`config.mk`:
```
export PLATFORM = sky130hd
export DESIGN_NAME = clk_div_hl
export DESIGN_NICKNAME = d
export VERILOG_FILES = /design/src/rtl/clkdiv_pkg.sv /design/src/rtl/clkdiv_cfg_stage.sv /design/src/rtl/clkdiv_phase_cnt.sv /design/src/rtl/clkdiv_edge_out.sv /design/src/rtl/clk_div_hl.sv
export SDC_FILE = /design/constraint.sdc
export NUM_CORES = 1
export LEC_CHECK = 0
export ABC_AREA = 1
export BUFFER_PORTS_ARGS = -buffer_cell sky130_fd_sc_hd__buf_2
export CAP_MARGIN = 20
export CELL_PAD_IN_SITES_DETAIL_PLACEMENT = 0
export CELL_PAD_IN_SITES_GLOBAL_PLACEMENT = 1
export CORE_MARGIN = 2
export CORE_UTILIZATION = 25
export CTS_BUF_LIST = sky130_fd_sc_hd__clkbuf_4 sky130_fd_sc_hd__clkbuf_8
export DETAILED_ROUTE_END_ITERATION = 6
export PLACE_DENSITY = 0.6
export SLEW_MARGIN = 40
export SYNTH_ARGS = -nofsm -noshare
export SYNTH_HDL_FRONTEND = slang
export SYNTH_SLANG_ARGS = --single-unit
```
`constraint.sdc`:
```
create_clock -name clk_i -period 2.42 [get_ports clk_i]
set_input_delay 0.484 -clock clk_i [delete_from_list [all_inputs] [get_ports clk_i]]
set_output_delay 0.484 -clock clk_i [all_outputs]
set_load 0.005 [all_outputs]
```
`src/rtl/clkdiv_pkg.sv`:
```
`timescale 1ns/1ps
package clkdiv_pkg;
  parameter int unsigned CNT_W = 6;
  localparam int unsigned WORD_W  = 2*CNT_W + 3;
  localparam int unsigned EDGE_B  = 2*CNT_W;
  localparam int unsigned BYP_B   = EDGE_B + 1;
  localparam int unsigned NOUPD_B = BYP_B + 1;

  typedef struct packed {
    logic             byp;
    logic             edge_en;
    logic [CNT_W-1:0] high;
    logic [CNT_W:0]   n;
  } div_cfg_t;

  // zero counts are promoted to 1
  function automatic div_cfg_t decode(input logic [NOUPD_B-1:0] w);
    div_cfg_t         d;
    logic [CNT_W-1:0] hi, lo;
    hi = w[2*CNT_W-1:CNT_W];
    lo = w[CNT_W-1:0];
    if (hi == '0) hi = CNT_W'(1);
    if (lo == '0) lo = CNT_W'(1);
    d.byp     = w[BYP_B];
    d.edge_en = w[EDGE_B];
    d.high    = hi;
    d.n       = {1'b0, hi} + {1'b0, lo};
    return d;
  endfunction
endpackage

```
`src/rtl/clkdiv_cfg_stage.sv`:
```
`timescale 1ns/1ps
module clkdiv_cfg_stage
  import clkdiv_pkg::*;
#(
  parameter logic [WORD_W-1:0] RESET_WORD = WORD_W'(1) << BYP_B
) (
  input  logic              clk_i,
  input  logic              rst_ni,
  input  logic              wr_i,
  input  logic [WORD_W-1:0] word_i,
  input  logic              boundary_i,
  output div_cfg_t          cur_o,
  output div_cfg_t          nxt_o,
  output logic              arm_o
);
  logic [NOUPD_B-1:0] stage_q;
  logic               arm_q;
  div_cfg_t           act_q;
  logic               load;

  assign load  = boundary_i & arm_q;
  assign nxt_o = load ? decode(stage_q) : act_q;
  assign cur_o = act_q;
  assign arm_o = arm_q;

  always_ff @(posedge clk_i or negedge rst_ni) begin
    if (!rst_ni) begin
      stage_q <= RESET_WORD[NOUPD_B-1:0];
      arm_q   <= 1'b0;
      act_q   <= decode(RESET_WORD[NOUPD_B-1:0]);
    end else begin
      act_q <= nxt_o;
      if (wr_i) begin
        stage_q <= word_i[NOUPD_B-1:0];
        arm_q   <= ~word_i[NOUPD_B];
      end else if (load) begin
        arm_q <= 1'b0;
      end
    end
  end
endmodule

```
`src/rtl/clkdiv_phase_cnt.sv`:
```
`timescale 1ns/1ps
module clkdiv_phase_cnt
  import clkdiv_pkg::*;
(
  input  logic             clk_i,
  input  logic             rst_ni,
  input  logic             cur_byp_i,
  input  logic [CNT_W:0]   cur_n_i,
  input  logic [CNT_W-1:0] nxt_high_i,
  output logic [CNT_W:0]   cnt_o,
  output logic             div_o,
  output logic             boundary_o
);
  logic [CNT_W:0] cnt_q, cnt_nxt;
  logic           div_q;

  assign boundary_o = cur_byp_i | (cnt_q == cur_n_i - 1'b1);
  assign cnt_nxt    = boundary_o ? '0 : cnt_q + 1'b1;
  assign cnt_o      = cnt_q;
  assign div_o      = div_q;

  always_ff @(posedge clk_i or negedge rst_ni) begin
    if (!rst_ni) begin
      cnt_q <= '0;
      div_q <= 1'b0;
    end else begin
      cnt_q <= cnt_nxt;
      div_q <= (cnt_nxt < {1'b0, nxt_high_i});
    end
  end
endmodule

```
`src/rtl/clkdiv_edge_out.sv`:
```
`timescale 1ns/1ps
module clkdiv_edge_out (
  input  logic clk_i,
  input  logic rst_ni,
  input  logic div_i,
  input  logic edge_en_i,
  input  logic byp_i,
  output logic clk_o
);
  logic div_n_q;

  // half-cycle retimed copy stretches the high phase
  always_ff @(negedge clk_i or negedge rst_ni) begin
    if (!rst_ni) div_n_q <= 1'b0;
    else         div_n_q <= div_i;
  end

  assign clk_o = byp_i ? clk_i : (div_i | (edge_en_i & div_n_q));
endmodule

```
`src/rtl/clk_div_hl.sv`:
```
`timescale 1ns/1ps
module clk_div_hl
  import clkdiv_pkg::*;
#(
  parameter logic [WORD_W-1:0] RESET_WORD = WORD_W'(1) << BYP_B
) (
  input  logic              clk_i,
  input  logic              rst_ni,
  input  logic              cfg_valid_i,
  input  logic [WORD_W-1:0] cfg_i,
  output logic              clk_o
);
  div_cfg_t       cur, nxt;
  logic           arm;
  logic           boundary;
  logic [CNT_W:0] cnt;
  logic           div;

  clkdiv_cfg_stage #(.RESET_WORD(RESET_WORD)) u_stage (
    .clk_i, .rst_ni,
    .wr_i(cfg_valid_i), .word_i(cfg_i), .boundary_i(boundary),
    .cur_o(cur), .nxt_o(nxt), .arm_o(arm)
  );

  clkdiv_phase_cnt u_cnt (
    .clk_i, .rst_ni,
    .cur_byp_i(cur.byp), .cur_n_i(cur.n), .nxt_high_i(nxt.high),
    .cnt_o(cnt), .div_o(div), .boundary_o(boundary)
  );

  clkdiv_edge_out u_out (
    .clk_i, .rst_ni,
    .div_i(div), .edge_en_i(cur.edge_en), .byp_i(cur.byp), .clk_o
  );
endmodule

```
==> reports/metrics.cfg <==
[critical_path]
critical_path_class=register to primary output
crit_required_ns=1.94
cp-end-kind=primary output
critPathLaunchType=register
arrival_ns=2.29
cp_max_fo=1

[global_route]
gr-total-overflow=0
grt_max_degree=39
antenna_found_initial=0
grtUsageTotal_pct=11.2
grt_pass1_vias=1705
grt_pass1_wl_mm=8.27

[timing]
worst_pin_slew_ns=0.500
hold_viol=0
skew_ns=0.0234
finalSetupViolations=3
slew_violations=0
rsz0062_at_grt=true
hold_slack_ns=0.188
max_slew_margin_pct=66.6
tns_ns=-0.403
setup_slack_ns=-0.351

[pwr]
p_leak_uw=0.00144
power_density_nw_per_um2=577
ir_drop_uv=352
power_uw=1620

[cells_and_area]
area_delta_synth_final_pct=25.6
drive_gt1_share_pct=27.9
stdcell_count=420
nets=343
antennaDiodeCount=0

[floorplan]
dieWidth_microns=98.4
io_pins=19
fp.dieH_microns=98.4
design.core.area_sq_um=8680
start_util_pct=25.7
num_rows=34
die_area_sq_um=9680

[status]
status=finished, violations left
failed_checks=setup timing

[detailed_routing]
via_per_inst=4.15
wl_per_cell_microns=11.6
routed_wl_mm=4.88
drtPass1Iterations=4
vias=1743
ant_nets=0
drc=0
drt-initial-drc-count=57

[synthesis]
ys_ff_latch=39
yosys_warnings=0
synth.area.top_cells=dfrtp_1, nand2_1, ha_1, inv_1, o21ai_0
synthCells=278
yosysSeqAreaShare_pct=44.0
yosysTopAreaCellShare_pct=38.2
syn_nets=310
postSynthAreaPerCell_sq_um=8.02
synth_top_cell_by_area=dfrtp_1
ys_types=35
synth_area_sq_um=2230

[placed_design]
dp.cells=408
hpwlAfterDp_mm=3.70
numPortBuffers=18
routabilityCongestion=0.791

[clock_network]
clkLatencyLatePin_ns=0.41
cts_hold_buf=0
path_clk_slew_ns=0.08
cts_tree=built

[min_path]
hold_class=input port to async pin

[run]
drv_cap=0

-- logic make-up after synthesis --
kind of cell,count (synthesis),synth area share [%]
AOI/OAI and AO/OA,42,11.0
buffers and inverters,57,10.1
adders and majority gates,14,8.20
xor gates and xnor gates,6,2.36
and+or+nand+nor,120,24.3
DFF,39,44.0
-- worst max-delay path, cell delays in order, from the launching register on --
cell and delay [ns]:
dfrtn_1 0.39, a21oi_1 0.06, o21ai_1 0.10, buf_2 0.12
-- flip-flops by register name, indices dropped and copies added (netlist names) --
name             flops
u_stage.cur_o       15
u_stage.stage_q     14
u_cnt.cnt_o          7
u_cnt.div_o          1
u_out.div_n_q        1
u_stage.arm_o        1
-- per-layer routing --
| metal | up-vias | share of wire, % | track usage (%) | wire [microns] |
|---|---|---|---|---|
| met5 | - | 0 | 0 | 0 |
| met4 | 0 | 2.7 | 6.43 | 131 |
| met3 | 10 | 3.5 | 3.48 | 171 |
| met2 | 27 | 45 | 17.4 | 2210 |
| met1 | 779 | 48 | 13.8 | 2370 |
| li1 | 927 | - | - | - |
-- worst paths after layout --
check / endpoint / cells past startpoint / slack, ns / start
worst max-delay path: clk_o / 3 / -0.35 / u_out.div_n_q$_DFF_NN0_
worst min-delay path: u_stage.stage_q[1]$_DFFE_PN0P_ / 2 / 0.19 / rst_ni
worst max register to register: u_cnt.div_o$_DFF_PN0_ / 17 / -0.05 / u_stage.cur_o[1]$_DFFE_PN1N_
worst min register to register: u_stage.cur_o[13]$_DFFE_PN0N_ / 2 / 0.49 / u_stage.cur_o[13]$_DFFE_PN0N_
max in group asynchronous: u_out.div_n_q$_DFF_NN0_ / 1 / 1.34 / rst_ni
min in group clk_i: u_stage.arm_o$_DFFE_PN0P_ / 2 / 0.27 / cfg_i[14]
-- placed cells by master (no fill, tap or decap), types with 3 or more instances in the layout --
cell	count
nand2_1	70
inv_1	36
dfrtp_1	34
o21ai_0	24
buf_2	18
buf_4	16
nand3_1	14
nor2_1	13
ha_1	11
clkbuf_8	8
inv_2	6
nand2_2	4
nor2_2	4
a21oi_2	4
a21oi_1	4
xor2_1	4
dfstp_2	4
o21ai_1	3
or2_4	3
o21ai_2	3
buf_6	3
-- per-stage QoR --
step | utilization (%) | area [sq um] | setup WS [ns]
floorplan | - | 2240 | -0.121
global placement | 29.3 | 2540 | -0.0574
detailed placement | 29.3 | 2540 | -0.0937
CTS | 32.0 | 2780 | -0.377
global route | 32.3 | 2800 | -0.423
finish | 32.3 | 2800 | -0.351
-- Yosys cell counts (all sizes together) --
cell type	count
nand2	75
inv	43
dfrtp	34
o21ai	32
nor2	18
nand3	16
ha	13
clkbuf	12
a21oi	8
or2	6
dfstp	4
xor2	4
buf	2
xnor2	2
a211oi	1
and2	1
and3	1
dfrtn	1
fa	1
nand3b	1
nand4	1
nor3	1
o21bai	1
-- power by group --
part | total [uW] | internal [uW] | switching (uW)
Clock | 780 | 528 | 252
Combinational | 142 | 57.0 | 85.2
Sequential | 693 | 675 | 18.3
-- layout make-up --
type | count | area [sq um]
fillers | 946 | 5880
well taps | 108 | 135
inverters | 43 | 166
clock inverters | 2 | 60.1
repair buffers | 36 | 239
flip-flops and latches | 39 | 981
multi-input cells | 182 | 1090
clock buffers | 10 | 123
-- repair_timing --
item                       in CTS  in global routing
gates resized for setup        13                  7
setup endpoints to repair       3                  4
pin swaps                      11                 10
setup buffers                   1                  0
(Power assumes the default switching activity.)
